$ cat config.mk
export PLATFORM = sky130hd
export DESIGN_NAME = adc_frame_packer
export DESIGN_NICKNAME = d
export VERILOG_FILES = /design/src/rtl/adcpk_pkg.sv /design/src/rtl/frame_fifo.sv /design/src/rtl/ring_pointer.sv /design/src/rtl/burst_writer.sv /design/src/rtl/adc_frame_packer.sv
export SDC_FILE = /design/constraint.sdc
export NUM_CORES = 1
export LEC_CHECK = 0
export BUFFER_PORTS_ARGS = -buffer_cell sky130_fd_sc_hd__clkbuf_2
export CAP_MARGIN = 20
export CORE_MARGIN = 2
export CORE_UTILIZATION = 23
export CTS_BUF_LIST = sky130_fd_sc_hd__clkbuf_4 sky130_fd_sc_hd__clkbuf_8
export CTS_CLUSTER_SIZE = 28
export DETAILED_ROUTE_END_ITERATION = 16
export PLACE_DENSITY_LB_ADDON = 0.3
export SLEW_MARGIN = 20
export SYNTH_ARGS = -nofsm -noshare
export SYNTH_HDL_FRONTEND = slang
export SYNTH_SLANG_ARGS = --single-unit
export TNS_END_PERCENT = 10
$ cat constraint.sdc
create_clock -name clk -period 8.1 [get_ports clk]
set_input_delay 0.81 -clock clk [delete_from_list [all_inputs] [get_ports clk]]
set_output_delay 0.81 -clock clk [all_outputs]
set_load 0.005 [all_outputs]
$ cat src/rtl/adcpk_pkg.sv
package adcpk_pkg;

    localparam int NUM_CH       = 16;
    localparam int SAMPLE_W     = 16;
    localparam int BEAT_W       = 32;
    localparam int SMP_PER_BEAT = BEAT_W / SAMPLE_W;
    localparam int BEATS        = NUM_CH / SMP_PER_BEAT;
    localparam int BEAT_IDX_W   = $clog2(BEATS);
    localparam int FRAME_BYTES  = NUM_CH * SAMPLE_W / 8;
    localparam int FRAME_SHIFT  = $clog2(FRAME_BYTES);

    typedef logic [SAMPLE_W-1:0]  sample_t;
    typedef sample_t [NUM_CH-1:0] frame_t;
    typedef logic [BEAT_W-1:0]    beat_t;

    typedef enum logic {
        WR_IDLE  = 1'b0,
        WR_BURST = 1'b1
    } wr_state_e;

    // Lower channel of the pair goes in the low half of the beat.
    function automatic beat_t pick_beat(frame_t f, logic [BEAT_IDX_W-1:0] k);
        beat_t b;
        for (int j = 0; j < SMP_PER_BEAT; j++) begin
            b[j*SAMPLE_W +: SAMPLE_W] = f[int'(k) * SMP_PER_BEAT + j];
        end
        return b;
    endfunction

endpackage

$ cat src/rtl/frame_fifo.sv
module frame_fifo
    import adcpk_pkg::*;
#(
    parameter int DEPTH = 4
) (
    input  logic   clk,
    input  logic   rst,
    input  logic   push,
    input  frame_t din,
    input  logic   pop,
    input  logic   ovf_clear,
    output frame_t dout,
    output logic   empty,
    output logic   ovf
);
    localparam int PTR_W = $clog2(DEPTH);
    localparam int CNT_W = PTR_W + 1;

    frame_t             mem [DEPTH];
    logic [PTR_W-1:0]   wptr, rptr;
    logic [CNT_W-1:0]   count;
    logic               full, accept, drop;

    assign full   = (count == CNT_W'(DEPTH));
    assign empty  = (count == '0);
    assign accept = push && !full;
    assign drop   = push && full;
    assign dout   = mem[rptr];

    always_ff @(posedge clk) begin
        if (accept) mem[wptr] <= din;
    end

    always_ff @(posedge clk) begin
        if (rst) begin
            wptr  <= '0;
            rptr  <= '0;
            count <= '0;
            ovf   <= 1'b0;
        end else begin
            if (accept) wptr <= wptr + 1'b1;
            if (pop)    rptr <= rptr + 1'b1;
            count <= count + CNT_W'(accept) - CNT_W'(pop);
            if (drop)           ovf <= 1'b1;
            else if (ovf_clear) ovf <= 1'b0;
        end
    end


    count_bound_chk: assert property (@(posedge clk) disable iff (rst)
        count <= CNT_W'(DEPTH));

    drop_sets_ovf_chk: assert property (@(posedge clk) disable iff (rst)
        drop |=> ovf);

    no_pop_empty_chk: assert property (@(posedge clk) disable iff (rst)
        pop |-> !empty);

endmodule

$ cat src/rtl/ring_pointer.sv
module ring_pointer
    import adcpk_pkg::*;
#(
    parameter int              ADDR_W     = 32,
    parameter int              BUF_FRAMES = 16,
    parameter logic [ADDR_W-1:0] BASE_ADDR = '0
) (
    input  logic              clk,
    input  logic              rst,
    input  logic              advance,
    output logic [ADDR_W-1:0] ptr_addr
);
    localparam int SLOT_W = $clog2(BUF_FRAMES);
    localparam logic [SLOT_W-1:0] LAST_SLOT = SLOT_W'(BUF_FRAMES - 1);

    logic [SLOT_W-1:0] slot;

    assign ptr_addr = BASE_ADDR + (ADDR_W'(slot) << FRAME_SHIFT);

    always_ff @(posedge clk) begin
        if (rst)          slot <= '0;
        else if (advance) slot <= (slot == LAST_SLOT) ? '0 : slot + 1'b1;
    end


    ptr_hold_chk: assert property (@(posedge clk) disable iff (rst)
        !advance |=> $stable(ptr_addr));

    ptr_wrap_chk: assert property (@(posedge clk) disable iff (rst)
        (advance && slot == LAST_SLOT) |=> ptr_addr == BASE_ADDR);

endmodule

$ cat src/rtl/burst_writer.sv
module burst_writer
    import adcpk_pkg::*;
#(
    parameter int ADDR_W = 32
) (
    input  logic              clk,
    input  logic              rst,
    input  logic              fifo_empty,
    input  frame_t            fifo_dout,
    output logic              fifo_pop,
    input  logic [ADDR_W-1:0] slot_addr,
    output logic [ADDR_W-1:0] wr_addr,
    output logic              wr_valid,
    output beat_t             wr_data,
    output logic              wr_last,
    input  logic              wr_ready,
    output logic              frame_done
);
    wr_state_e             state;
    logic [BEAT_IDX_W-1:0] beat;
    frame_t                hold;
    logic                  take;

    assign fifo_pop   = (state == WR_IDLE) && !fifo_empty;
    assign wr_valid   = (state == WR_BURST);
    assign wr_data    = pick_beat(hold, beat);
    assign wr_last    = wr_valid && (beat == BEAT_IDX_W'(BEATS - 1));
    assign wr_addr    = slot_addr;
    assign take       = wr_valid && wr_ready;
    assign frame_done = take && wr_last;

    always_ff @(posedge clk) begin
        if (rst) begin
            state <= WR_IDLE;
            beat  <= '0;
            hold  <= '0;
        end else begin
            unique case (state)
                WR_IDLE: if (fifo_pop) begin
                    hold  <= fifo_dout;
                    beat  <= '0;
                    state <= WR_BURST;
                end
                WR_BURST: if (take) begin
                    if (wr_last) state <= WR_IDLE;
                    else         beat  <= beat + 1'b1;
                end
                default: state <= WR_IDLE;
            endcase
        end
    end


    stall_hold_chk: assert property (@(posedge clk) disable iff (rst)
        (wr_valid && !wr_ready) |=> (wr_valid && $stable(wr_data) && $stable(wr_addr)));

    last_needs_valid_chk: assert property (@(posedge clk) disable iff (rst)
        wr_last |-> wr_valid);

endmodule

$ cat src/rtl/adc_frame_packer.sv
module adc_frame_packer
    import adcpk_pkg::*;
#(
    parameter int                ADDR_W     = 32,
    parameter int                BUF_FRAMES = 16,
    parameter int                FIFO_DEPTH = 4,
    parameter logic [ADDR_W-1:0] BASE_ADDR  = '0
) (
    input  logic                       clk,
    input  logic                       rst,
    input  logic                       smp_valid,
    input  logic [NUM_CH*SAMPLE_W-1:0] smp_data,
    input  logic                       ovf_clear,
    output logic [ADDR_W-1:0]          wr_addr,
    output logic                       wr_valid,
    output logic [BEAT_W-1:0]          wr_data,
    output logic                       wr_last,
    input  logic                       wr_ready,
    output logic [ADDR_W-1:0]          wr_ptr,
    output logic                       ovf_flag
);
    frame_t q_dout;
    logic   q_empty, q_pop, done;

    frame_fifo #(.DEPTH(FIFO_DEPTH)) u_fifo (
        .clk       (clk),
        .rst       (rst),
        .push      (smp_valid),
        .din       (frame_t'(smp_data)),
        .pop       (q_pop),
        .ovf_clear (ovf_clear),
        .dout      (q_dout),
        .empty     (q_empty),
        .ovf       (ovf_flag)
    );

    ring_pointer #(
        .ADDR_W     (ADDR_W),
        .BUF_FRAMES (BUF_FRAMES),
        .BASE_ADDR  (BASE_ADDR)
    ) u_ptr (
        .clk      (clk),
        .rst      (rst),
        .advance  (done),
        .ptr_addr (wr_ptr)
    );

    burst_writer #(.ADDR_W(ADDR_W)) u_wr (
        .clk        (clk),
        .rst        (rst),
        .fifo_empty (q_empty),
        .fifo_dout  (q_dout),
        .fifo_pop   (q_pop),
        .slot_addr  (wr_ptr),
        .wr_addr    (wr_addr),
        .wr_valid   (wr_valid),
        .wr_data    (wr_data),
        .wr_last    (wr_last),
        .wr_ready   (wr_ready),
        .frame_done (done)
    );


    addr_align_chk: assert property (@(posedge clk) disable iff (rst)
        wr_valid |-> (wr_addr[FRAME_SHIFT-1:0] == '0));

    ovf_clear_chk: assert property (@(posedge clk) disable iff (rst)
        (ovf_clear && !smp_valid) |=> !ovf_flag);

endmodule

# Yosys cells after proc, flatten, opt, wreduce, memory -nomap -nowiden
# Memory sizes are Yosys's and may differ from the RTL's. A register that Yosys moved wholly into a read port is not among the register bits.
# Index checks and enable logic that the tools add are counted.
# W data, S select, Z words.
dict set report totals {
  register_bits 16
  ramBits 1024
  output_inout_bits 99
  elab_cells 54
  memories 1
}
dict set report op_classes {
  n_addsub 7
  n_lt_le_gt_ge 2
  n_eq_ne 6
  mux 18
  bitwise 1
  reduce_logical 12
}
# name depth width rd rd_ports_with_merged_regs write_ports line
set mem_list {}
lappend mem_list {u_fifo.mem 4 256 1 1 1 frame_fifo.sv:19} ;# frame_t mem [DEPTH];
# cell count
set op_table {}
lappend op_table {{$bmux W16 S4} 1}
lappend op_table {{$bmux W16 S3} 1}
lappend op_table {{$mux W16} 3}
lappend op_table {{$lt A32 B6 Y1 const B} 1}
lappend op_table {{$mux W3} 3}
lappend op_table {{$mux W1} 7}
lappend op_table {{$eq A3 B3 Y1 const B} 2}
lappend op_table {{$logic_and A1 B1 Y1} 6}
lappend op_table {{$ne A2 B2 Y1 const B} 3}
lappend op_table {{$pmux W3 S2} 1}
lappend op_table {{$add A4 B1 Y5 const B} 1}
lappend op_table {{$lt A4 B5 Y1 const B} 1}
lappend op_table {{$add A2 B1 Y2 const B} 2}
lappend op_table {{$add A4 B1 Y4 const B} 1}
lappend op_table {{$eq A4 B4 Y1 const B} 1}
lappend op_table {{$mux W4} 1}
lappend op_table {{$add A3 B1 Y3} 1}
lappend op_table {{$add A3 B1 Y3 const B} 1}
lappend op_table {{$logic_not A3 Y1} 1}
lappend op_table {{$reduce_and A3 Y1} 1}
lappend op_table {{$sub A3 B1 Y3} 1}
lappend op_table {{$logic_not A1 Y1} 2}
lappend op_table {{$pmux W1 S2} 1}
lappend op_table {{$reduce_and A2 Y1} 1}
lappend op_table {{2 further kinds} 2}

# Depth between registers and ports, before layout
# Gate-level depths: netlist (run 1).
dict set report depth {
  ltp_word 5
  depth_mapped 9
}

# Modules after synthesis
# Synthesis (run 1) repeated with hierarchy kept, for this count alone.
dict set report hier_totals {
  hier_cells 2715
  area_unflattened_um2 49244.7
}
# mod n_inst cells_per_inst area_each_um2
set by_module_without_submodules {}
lappend by_module_without_submodules {frame_fifo 1 1388 37668.6}
lappend by_module_without_submodules {burst_writer 1 1279 11188.2}
lappend by_module_without_submodules {ring_pointer 1 48 387.9}

# Worst setup path before layout (run 1)
# No wires, ideal clock.
dict set report synth_timing {
  kind {input -> register}
  startpoint {input port smp_valid}
  endpoint {memory u_fifo.mem[1][0] (netlist bit), enable pin}
  arrival_ps 6691
  slack_ps 758
  path_stages 1
  n_path_buf 0
  cell_sequence {and3_1}
}
dict set report synth_via {
  elab_chain_len 3
}
# element line
set synth_lines {}
lappend synth_lines {{start: declaration} adc_frame_packer.sv:11} ;# input logic smp_valid,
lappend synth_lines {{$logic_and A1 B1 Y1} frame_fifo.sv:26} ;# assign accept = push && !full;
lappend synth_lines {{$mux W1} frame_fifo.sv:31} ;# if (accept) mem[wptr] <= din;
lappend synth_lines {{$mux W1 (implied by the code)} frame_fifo.sv:31}
lappend synth_lines {{end: declaration} frame_fifo.sv:19}
# No other way between the ends.

# Final worst setup path (run 1)
dict set report layout_timing {
  startpoint {register u_wr.beat[1]}
  endpoint {output port wr_data[31]}
}
dict set report layout_via {
  elab_chain_len 4
}
# element line
set layout_lines {}
lappend layout_lines {{start: declaration} burst_writer.sv:20} ;# logic [BEAT_IDX_W-1:0] beat;
lappend layout_lines {{start signal: assignment} burst_writer.sv:46} ;# else beat <= beat + 1'b1;
lappend layout_lines {{$add A4 B1 Y5} adcpk_pkg.sv:25} ;# b[j*SAMPLE_W +: SAMPLE_W] = f[int'(k) * SMP_PER_BEAT + j];
lappend layout_lines {{$bmux W16 S4} adcpk_pkg.sv:25}
lappend layout_lines {{$mux W16 (implied by the code) (2 in a row)} adcpk_pkg.sv:25}
lappend layout_lines {{end: declaration} adc_frame_packer.sv:16} ;# output logic [BEAT_W-1:0] wr_data,
# No other way between the ends. The select of a mux whose other input is x is not followed.

==> summary.txt, run 1 <==
Run status
  – Status: finished clean

Drt
  – Wirelength per Cell: 21.98 µm
  – Drc violations: 0
  – DRT iter0 DRCs: 1335
  – WL final: 127100 µm
  – Routed Antenna Nets: 0
  – DR vias/cell: 4.118
  – Drt first pass iters: 5
  – Via count: 23816

Finish
  – Leading cell type in the layout, fill and taps excluded: edfxtp_1
  – Register area: 36210 µm²
  – Synthesis-to-layout area growth: 25.06%
  – Layout cells sized above 1: 35.99%
  – Total Nets Final: 3129
  – Most frequent cells in the layout: edfxtp_1 (1024), mux4_2 (320), clkbuf_2 (303), dfxtp_1 (267), clkbuf_8 (264)
  – FILL cells: 20284
  – Area of the multi-input gates: 10560 µm²
  – Design Area, Final: 59670 µm²

Timing
  – Worst-Margin Slew: 1.038 ns
  – Final Setup Violations: 0
  – Minimum clock period: 4.576 ns
  – Final hold viol count: 0
  – Tcrit/Tclk final: 56.50%
  – Slew Viols, Final: 0
  – Clock Skew: 0.06922 ns
  – RSZ-0062 raised after global routing: no
  – Setup TNS: 0 ns
  – Peak Freq: 218.5 MHz
  – Max-slew headroom: 30.81%

Die
  – Chip Width: 459.5 µm
  – Initial core utilization: 23.09%
  – Die H: 459.5 µm
  – Top-level I/O count: 360
  – Die ar.: 211100 µm²
  – Core Rows: 167
  – Core area: 206700 µm²

Setup path
  – Critical path arrival: 3.77 ns
  – CP max FO: 35
  – Worst setup SP type: flop
  – CP Capture Type: output port
  – WP data required: 7.29 ns
  – Worst Path Class, Setup: flop to output port

Clock network
  – CTS Buffer Depth: 3
  – Root Driver: clkbuf_8
  – CTS tree: yes
  – Clock sinks: 1296
  – Post-CTS Resized: 0
  – TritonCTS buffer count: 223
  – Clk pin slew, worst setup/hold paths: 0.06 ns
  – Clock latency at the later pin of the worst-skew pair: 0.97 ns
  – # H-tree levels: 4

Pwr
  – Cell Pwr Density: 317.6 nW/µm²
  – Total Power: 18.95 mW
  – Worst VDD drop: 0.0002015 V
  – Leakage power: 19.99 nW

Run
  – Max-Cap Viols: 0

Synth
  – Yosys Warn Count: 0
  – FFs w/ async S/R, synth: 0%
  – Netlist Area Pre-Place: 47710 µm²
  – Main synth FF type: edfxtp_1
  – Post-synthesis sequential area ratio: 75.86%
  – Seq cells post-synth: 1296
  – EDFF count, synth: 1024
  – Synth cell types: 39
  – Mapped Cells: 2180
  – Syn avg cell area: 21.89 µm²

GRT
  – Initial antenna violation count: 50
  – Largest net degree at the start of global routing: 135
  – First-pass GRT wire length: 182800 µm
  – Vias in the first global route: 25315
  – Remaining global-route overflow: 0
  – Global Route Usage Sum: 11.93%

Place
  – HPWL after detailed placement: 75470 µm
  – Final Wtd Congestion: 0.6989
  – PortBufs: 303
  – DP Area: 52090 µm²

Hold path
  – Hold Path Class: input port to flop
[registers in the layout, indices dropped and copies added, names as in the netlist]
signal         cells
u_wr.beat          3
u_fifo.ovf         1
u_wr.wr_valid      1
u_fifo.mem      1024
u_ptr.slot         4
u_fifo.count       3
u_wr.hold        256
u_fifo.rptr        2
u_fifo.wptr        2
[what timing repair did]
action                                 4_1_cts  5_1_grt
setup endpoints to repair                    0        0
endpoints found under the hold margin     1025        0
buffers inserted                             0        0
hold buffers                               257        0
[worst max-delay path: stages (launching register included)]
cell	delay (ns)
dfxtp_4	0.88
buf_4	0.67
mux4_2	0.69
mux2_2	0.34
clkbuf_2	0.13
[layer usage]
layer  track usage (%)  part of all wire [%]  vias up
met2             21.01                    51      610
met1             14.08                    41    12367
li1                  -                     -    10530
met5                 0                  0.17        -
met3             3.144                   5.0      275
met4             3.790                   2.6       34
[metrics by stage]
stage               utilization, %  hold WS, ns  instances  setup slack (ns)
CTS                          28.85      0.04478       5763             3.262
detailed placement           25.21       0.4577       5080             4.407
global route                 28.86       0.1014       5772             3.303
floorplan                        -       0.4375       2235            0.7581
global placement             25.19       0.4555       5078             4.335
finish                       28.87       0.2094       5783             3.524
[synth_stat cells (all sizes together) (3+ instances only)]
library cell	count	area, µm²
or3	3	18.77
ha	9	112.6
nor2b	3	18.77
and3	4	25.02
edfxtp	1024	30750
nand3	5	25.02
o21ai	3	15.01
nand2	5	18.77
mux2	32	360.4
buf	138	949.7
o211ai	3	22.52
a21oi	9	48.80
a22o	256	2242
mux4	320	7207
nor2	8	30.03
inv	9	33.78
clkbuf	57	214.0
dfxtp	272	5445
[power by group]
group	internal (mW)	switching, mW
Combinational	1.86	1.88
Sequential	8.21	0.578
Clock	3.60	2.83
[path summary, 6_finish.rpt]
| check | start | endpoint | slack, ns | depth (start not counted) |
|---|---|---|---|---|
| setup / recovery | u_wr.beat[1] | wr_data[31] | 3.52 | 4 |
| hold / removal | smp_valid | u_fifo.wptr[1] | 0.21 | 3 |
| setup reg to reg | u_fifo.count[1] | u_wr.hold[82] | 5.05 | 5 |
| hold reg to reg | u_wr.hold[77] | u_wr.hold[77] | 0.47 | 1 |
[area by class of cell]
type	instances	area share [%]
inverter	9	0.05662
clock inverter	97	1.397
sequential	1296	60.69
timing repair buffer	593	7.498
clock buffer	329	6.907
antenna	20	0.08388
tap	2704	5.670
multi-input combinational	735	17.70
[kinds of logic (layout without fill, tap and decap cells)]
logic type	count (synthesis)	count (layout)	synth area share [%]
flops	1296	1296	75.86
buf+inv	204	1028	2.510
fa+ha+maj	10	10	0.2780
mux	354	354	15.90
simple gates	37	37	0.4354
xor+xnor	3	3	0.05508
other cells	1	76	0.007860
compound gates	275	275	4.951
(Power assumes the default switching activity.)
==> run 2, diff against run 1 <==
--- a/config.mk
+++ b/config.mk
@@ -5,6 +5,7 @@
 export SDC_FILE = /design/constraint.sdc
 export NUM_CORES = 1
 export LEC_CHECK = 0
+export ABC_AREA = 1
 export BUFFER_PORTS_ARGS = -buffer_cell sky130_fd_sc_hd__clkbuf_2
 export CAP_MARGIN = 20
 export CORE_MARGIN = 2
==> constraint.sdc (replaced) <==
create_clock -name clk -period 4.3 [get_ports clk]
set_input_delay 0.43 -clock clk [delete_from_list [all_inputs] [get_ports clk]]
set_output_delay 0.43 -clock clk [all_outputs]
set_load 0.005 [all_outputs]
==> run 2 against run 1 <==
Effect of this change: sequential share of layout area is 7.2 points lower; clock skew up 0.0033 ns; global-route usage is 2.6 points higher; clock-buffer cell count fell by 8; critical endpoint is now wr_data[10].
==> summary.txt, run 2 <==
Run status
  – Status: finished clean

GRT
  – Global Route Usage Sum: 14.55% (+2.6 points)
  – GR met3 Demand/Resource: 2.681% (-0.46 points)
  – Largest net degree at the start of global routing: 210 (+56%)
  – Global Route met1 Usage: 18.63% (+4.5 points)
  – GR Layer Usage met2: 24.77% (+3.8 points)
  – Initial antenna violation count: 83 (+66%)
  – Remaining global-route overflow: 0 (unchanged)
  – Vias in the first global route: 37935 (+50%)
  – First-pass GRT wire length: 263200 µm (+44%)
  – Layer with the highest usage: met2

Drt
  – Via count: 40020 (+68%)
  – DRT iter0 DRCs: 2707 (+100%)
  – Wirelength per Cell: 18.35 µm (-17%)
  – Drc violations: 0 (unchanged)
  – Routed Antenna Nets: 0 (unchanged)
  – WL final: 182900 µm (+44%)
  – DR vias/cell: 4.014 (-2.5%)
  – Drt first pass iters: 6 (+1)

Place
  – DP Area: 60390 µm² (+16%)
  – PortBufs: 303 (unchanged)
  – HPWL after detailed placement: 123200 µm (+63%)
  – Final Wtd Congestion: 0.8300 (+19%)

Setup path
  – Worst R2R End: u_ptr.slot[3]
  – Worst Setup SP: u_wr.beat[0]
  – WP data required: 3.87 ns (-3.42 ns)
  – Worst Reg-to-Reg Cells: 8 (+3)
  – Worst Path Class, Setup: flop to output port
  – Critical path arrival: 3.28 ns (-0.49 ns)
  – CP Capture Type: output port
  – CP endpoint: wr_data[10]
  – CP max FO: 76 (+120%)
  – R2R setup slack: 1.63 ns (-3.42 ns)
  – Reg2reg start: u_wr.beat[1]
  – Worst setup SP type: flop

Clock network
  – CTS tree: yes
  – TritonCTS buffer count: 219 (-1.8%)
  – Clock latency at the later pin of the worst-skew pair: 0.95 ns (-0.02 ns)
  – Clock sinks: 1296 (unchanged)
  – CTS Hold Bufs: 262 (+1.9%)
  – Post-CTS Resized: 0 (unchanged)
  – Post-CTS setup buffer count: 0 (unchanged)
  – # H-tree levels: 4 (unchanged)
  – Clk pin slew, worst setup/hold paths: 0.06 ns (about the same)
  – CTS Buffer Depth: 3 (unchanged)
  – Root Driver: clkbuf_8

Finish
  – Most frequent cells in the layout: nand2_1 (2615), edfxtp_1 (1024), inv_1 (793), nor2_1 (520), clkbuf_2 (303)
  – Max reg flops: 1024 (unchanged)
  – Synthesis-to-layout area growth: 21.78%
  – Leading cell type in the layout, fill and taps excluded: nand2_1
  – Largest Register: u_fifo.mem
  – Layout cells sized above 1: 11.45% (-25 points)
  – Biggest registers after layout: u_fifo.mem x1024, u_wr.hold x256, u_ptr.slot x4
  – Design Area, Final: 67750 µm² (+14%)
  – FILL cells: 25576 (+26%)
  – Total Nets Final: 6849 (+120%)

Timing
  – Peak Freq: 269.7 MHz
  – Worst-Margin Slew: 1.012 ns (-0.02627 ns)
  – Max-slew headroom: 32.56% (+1.8 points)
  – Final hold slack: 0.2294 ns (+0.01996 ns)
  – Minimum clock period: 3.708 ns
  – Final Setup Violations: 0 (unchanged)
  – Tcrit/Tclk final: 86.23%
  – Slew Viols, Final: 0 (unchanged)
  – RSZ-0062 raised after global routing: no
  – Final hold viol count: 0 (unchanged)
  – Clock Skew: 0.07253 ns (+0.003304 ns)

Synth
  – Count leader, synth: nand2_1
  – Syn avg cell area: 9.229 µm² (-58%)
  – Cell taking the most area after synthesis: edfxtp_1
  – Yosys Warn Count: 0 (unchanged)
  – Top cell type's share of synthesized area: 55.28% (-9.2 points)
  – FFs w/ async S/R, synth: 0% (unchanged)
  – Seq cells post-synth: 1296 (unchanged)
  – Main synth FF type: edfxtp_1
  – Post-synthesis sequential area ratio: 65.06% (-11 points)
  – Top post-synthesis cells by count: nand2_1 (2617), edfxtp_1 (1024), inv_1 (793)
  – Synth cell types: 26 (-33%)
  – Largest cells by area after synthesis: edfxtp_1 (55%), nand2_1 (18%), dfxtp_1 (9.8%)
  – EDFF count, synth: 1024 (unchanged)
  – Mapped Cells: 6028 (+180%)
  – Netlist Area Pre-Place: 55630 µm² (+17%)

Pwr
  – Cell Pwr Density: 648.1 nW/µm² (+100%)
  – Total Power: 43.91 mW (+130%)
  – Worst VDD drop: 0.0008152 V (+300%)
  – Leakage power: 29.70 nW (+49%)

Die
  – Top-level I/O count: 360 (unchanged)
  – Die ar.: 245800 µm² (+16%)
  – Chip Width: 495.8 µm (+7.9%)
  – Core area: 240500 µm² (+16%)
  – Core Rows: 180 (+7.8%)
  – Initial core utilization: 23.13% (+0.040 points)
  – Die H: 495.8 µm (+7.9%)

Run
  – Max-Cap Viols: 0 (unchanged)

Hold path
  – Hold Path Class: input port to flop
==> run 2: cell count changes after synthesis, moves of 10 or more <==
cell and change:
nor2_2 +10, inv_1 +784, a22o_1 -256, buf_4 -27, nor2_1 +516, mux2_2 -32
nand2_1 +2612, buf_2 +179, buf_6 +19, o211ai_1 +125, mux4_2 -320, nand3_1 +256
==> run 2: cells by family after synthesis <==
logic type                 after synthesis  share of synthesized area [%]
AOI/OAI and AO/OA                      142                          1.853
DFF                                   1296                          65.06
buffers and inverters                 1162                          9.116
adders and majority gates               10                         0.2384
and+or+nand+nor                       3416                          23.71
xor gates and xnor gates                 1                        0.01575
other                                    1                       0.006741
==> run 2: worst max-delay path, cell delays in order, from the launching register on <==
cell	delay, ns
dfxtp_4	0.75
buf_4	0.69
o211ai_1	0.30
nand2_1	0.16
nand2_1	0.06
nand2_1	0.18
clkbuf_2	0.15
==> run 2: power by group <==
| part | internal, mW | leakage [nW] | switching, mW | total (mW) |
|---|---|---|---|---|
| Clock | 6.45 | 2.48 | 5.23 | 11.7 |
| Combinational | 4.16 | 15.6 | 11.1 | 15.3 |
| Sequential | 15.9 | 11.6 | 1.06 | 16.9 |
| Total | 26.5 | 29.7 | 17.4 | 43.9 |
==> run 2: worst min path at each step <==
stage | to | from | slack [ns] | depth (start not counted)
after floorplan | u_fifo.ovf | u_fifo.ovf | 0.46 | 2
after global placement | u_fifo.ovf | u_fifo.ovf | 0.46 | 2
after detailed placement | u_fifo.ovf | u_fifo.ovf | 0.46 | 2
after CTS | u_fifo.mem[1][180] | smp_data[180] | 0.1 | 2
after global routing | u_fifo.mem[1][226] | smp_data[226] | 0.16 | 2
final | u_fifo.mem[0][146] | smp_data[146] | 0.23 | 2
==> run 2: final cells by class <==
class	instances	area (µm²)	share of cell area [%]
clock buffers	321	3980	5.875
clock inverters	83	691.9	1.021
flip-flops and latches	1296	36210	53.45
repair buffers	639	5170	7.631
inverters	797	3022	4.460
well taps	3185	3985	5.882
diodes	25	62.56	0.09234
multi-input cells	3625	14620	21.59
==> run 2: layer usage <==
layer	vias to the layer above	share of wire [%]
met4	46	3.0
li1	19814	-
met2	975	49
met1	18839	43
met3	346	5.0
met5	-	0.18
==> run 2: metrics by stage <==
step	setup TNS, ns	instances	util [%]	worst slack (ns)
floorplan	-491.38	6083	-	-0.4878
global placement	0	9280	25.11	1.516
detailed placement	0	9280	25.11	1.541
CTS	0	9946	28.14	0.4865
global route	0	9965	28.16	0.3263
finish	0	9971	28.17	0.5922
==> run 3, diff against run 2 <==
==> constraint.sdc (replaced) <==
create_clock -name clk -period 4.1 [get_ports clk]
set_input_delay 0.41 -clock clk [delete_from_list [all_inputs] [get_ports clk]]
set_output_delay 0.41 -clock clk [all_outputs]
set_load 0.005 [all_outputs]
==> run 3 against run 2 <==
Effect of this change: global-route usage is essentially flat; wire length is essentially flat; via count barely moved; final cell count hardly changed; clock skew fell by 0.021 ns; clock power hardly changed; hold slack worse by 0.026 ns; worst setup slack worse by 0.087 ns; critical path depth up 1; sequential power up 6%; highest routed layer unchanged.
==> summary.txt, run 3 (synthesis gave the netlist of run 2 again) <==
Finish
  – Register area: 36210 µm² (unchanged)
  – Largest Register: u_fifo.mem
  – Leading cell type in the layout, fill and taps excluded: nand2_1
  – FILL cells: 25462 (-0.45%)
  – Area of the multi-input gates: 14620 µm² (unchanged)
  – Max reg flops: 1024 (unchanged)
  – Synthesis-to-layout area growth: 21.24%
  – Layout cells sized above 1: 11.15% (-0.30 points)
  – Biggest registers after layout: u_fifo.mem x1024, u_wr.hold x256, u_ptr.slot x4
  – Most frequent cells in the layout: nand2_1 (2615), edfxtp_1 (1024), inv_1 (793), nor2_1 (520), clkbuf_2 (303)
  – Total Nets Final: 6847 (-0.029%)

Place
  – HPWL after detailed placement: 124200 µm (+0.79%)
  – PortBufs: 303 (unchanged)
  – Final Wtd Congestion: 0.8482 (+2.2%)

Setup path
  – Critical path arrival: 3.18 ns (-0.10 ns)
  – CP max FO: 106 (+39%)
  – Max incr delay on CP: 0.85 ns (+0.10 ns)
  – Worst setup SP type: flop
  – CP Capture Type: output port
  – Crit-path most repeated cell: nand2_1
  – CP cell instances: buf_12 > nand2_1 > o211ai_1 > nand2_1 > nand2_1 > nand2_1 > clkbuf_2
  – Worst Path Class, Setup: flop to output port
  – WP data required: 3.69 ns (-0.18 ns)
  – Critical path's slowest cell: dfxtp_4

Drt
  – DR vias/cell: 4.009 (-0.11%)
  – Via count: 39987 (-0.082%)
  – WL final: 182900 µm (about the same)
  – Drc violations: 0 (unchanged)
  – Routed Antenna Nets: 0 (unchanged)
  – Drt first pass iters: 5 (-1)
  – DRT iter0 DRCs: 2592 (-4.2%)
  – Wirelength per Cell: 18.34 µm (about the same)

Clock network
  – # H-tree levels: 4 (unchanged)
  – Clk pin slew, worst setup/hold paths: 0.06 ns (about the same)
  – Clock sinks: 1296 (unchanged)
  – TritonCTS buffer count: 223 (+1.8%)
  – Post-CTS setup buffer count: 0 (unchanged)
  – CTS Buffer Depth: 3 (unchanged)
  – Root Driver: clkbuf_8
  – CTS tree: yes
  – Clock latency at the later pin of the worst-skew pair: 0.96 ns (about the same)

Hold path
  – Hold Path Class: input port to flop

Timing
  – Final hold viol count: 0 (unchanged)
  – Setup TNS: 0 ns (unchanged)
  – Worst-Margin Slew: 1.064 ns (+0.05205 ns)
  – Tcrit/Tclk final: 87.67%
  – RSZ-0062 raised after global routing: no
  – Final hold slack: 0.2035 ns (-0.02595 ns)
  – Peak Freq: 278.2 MHz
  – Max-slew headroom: 29.09% (-3.5 points)
  – Final Setup Violations: 0 (unchanged)
  – Clock Skew: 0.05189 ns (-0.02063 ns)
  – Slew Viols, Final: 0 (unchanged)
  – Minimum clock period: 3.595 ns

Pwr
  – Switching power: 18.42 mW (+5.8%)
  – Comb pwr share: 34.9% (about the same)
  – Reg power frac: 39.2% (+0.6 points)
  – Cell internal pwr: 27.38 mW (+3.3%)
  – Cell Pwr Density: 679.0 nW/µm² (+4.8%)
  – Clock power share: 25.9% (-0.7 points)
  – Worst VDD drop: 0.0007425 V (-8.9%)
  – Leakage power: 29.54 nW (-0.54%)
  – Net Sw Frac: 40.22% (+0.56 points)

Die
  – Die ar.: 245800 µm² (unchanged)
  – Core area: 240500 µm² (unchanged)
  – Die H: 495.8 µm (unchanged)
  – Top-level I/O count: 360 (unchanged)
  – Core Rows: 180 (unchanged)
  – Chip Width: 495.8 µm (unchanged)
  – Initial core utilization: 23.13% (unchanged)

GRT
  – Largest net degree at the start of global routing: 222 (+5.7%)
  – Global Route Usage Sum: 14.53% (-0.025 points)
  – First-pass GRT wire length: 262100 µm (-0.42%)
  – Vias in the first global route: 37684 (-0.66%)
  – Initial antenna violation count: 82 (-1.2%)
  – Remaining global-route overflow: 0 (unchanged)

Run status
  – Status: finished clean

Run
  – Max-Cap Viols: 0 (unchanged)
## run 3: final cells by class
type                            count  share of cell area [%]
Tap cell                         3185                   5.908
Sequential cell                  1296                   53.69
Clock inverter                    105                   1.059
Inverter                          797                   4.478
Clock buffer                      306                   5.613
Multi-Input combinational cell   3625                   21.68
Timing Repair Buffer              633                   7.469
Antenna cell                       27                  0.1002
## run 3: repair_timing
action,in CTS,in global routing
hold endpoints to repair,1041,0
setup endpoints to repair,0,0
hold buffers,262,0
gates resized for setup,0,0
## run 3: through the flow
step | cell area, µm² | worst slack, ns | std cells | total power, mW | utilization, %
floorplan | 55880 | -0.6878 | 6083 | 28.01 | -
global placement | 60260 | 1.558 | 9274 | 34.13 | 25.05
detailed placement | 60260 | 1.552 | 9274 | 34.19 | 25.05
CTS | 67380 | 0.4493 | 9947 | 46.50 | 28.01
global route | 67430 | 0.3684 | 9967 | 48.73 | 28.03
finish | 67450 | 0.5055 | 9974 | 45.79 | 28.04
## run 3: worst max-delay path: cells and delay by family (launching register included)
kind            cells  cell delay [ns]
flops               1             0.85
buf+inv             2             0.62
simple gates        4             0.53
compound gates      1             0.09
## run 3: power groups by stage
stage | logic, mW | clock network [mW] | registers, mW
after floorplan | 10.4 | 0 | 17.6
after global routing | 17.9 | 12.8 | 18.1
after detailed placement | 16.0 | 0 | 18.2
final | 16.0 | 11.9 | 17.9
after global placement | 15.9 | 0 | 18.2
after CTS | 16.4 | 12.2 | 17.9
## run 3: path summary, 6_finish.rpt
check | endpoint | startpoint | slack (ns) | depth (start not counted)
setup reg to reg | u_wr.beat[2] | u_wr.beat[1] | 1.63 | 8
hold / removal | u_fifo.mem[3][165] | smp_data[165] | 0.20 | 2
setup / recovery | wr_data[2] | u_wr.beat[0] | 0.51 | 7
hold reg to reg | u_wr.hold[157] | u_wr.hold[157] | 0.52 | 4
## run 3: per-layer routing
metal / GRT usage (%) / part of all wire [%]
met3: 2.671 / 5.0
met1: 18.75 / 44
met2: 24.63 / 48
met5: 0 / 0.15
met4: 4.381 / 2.8
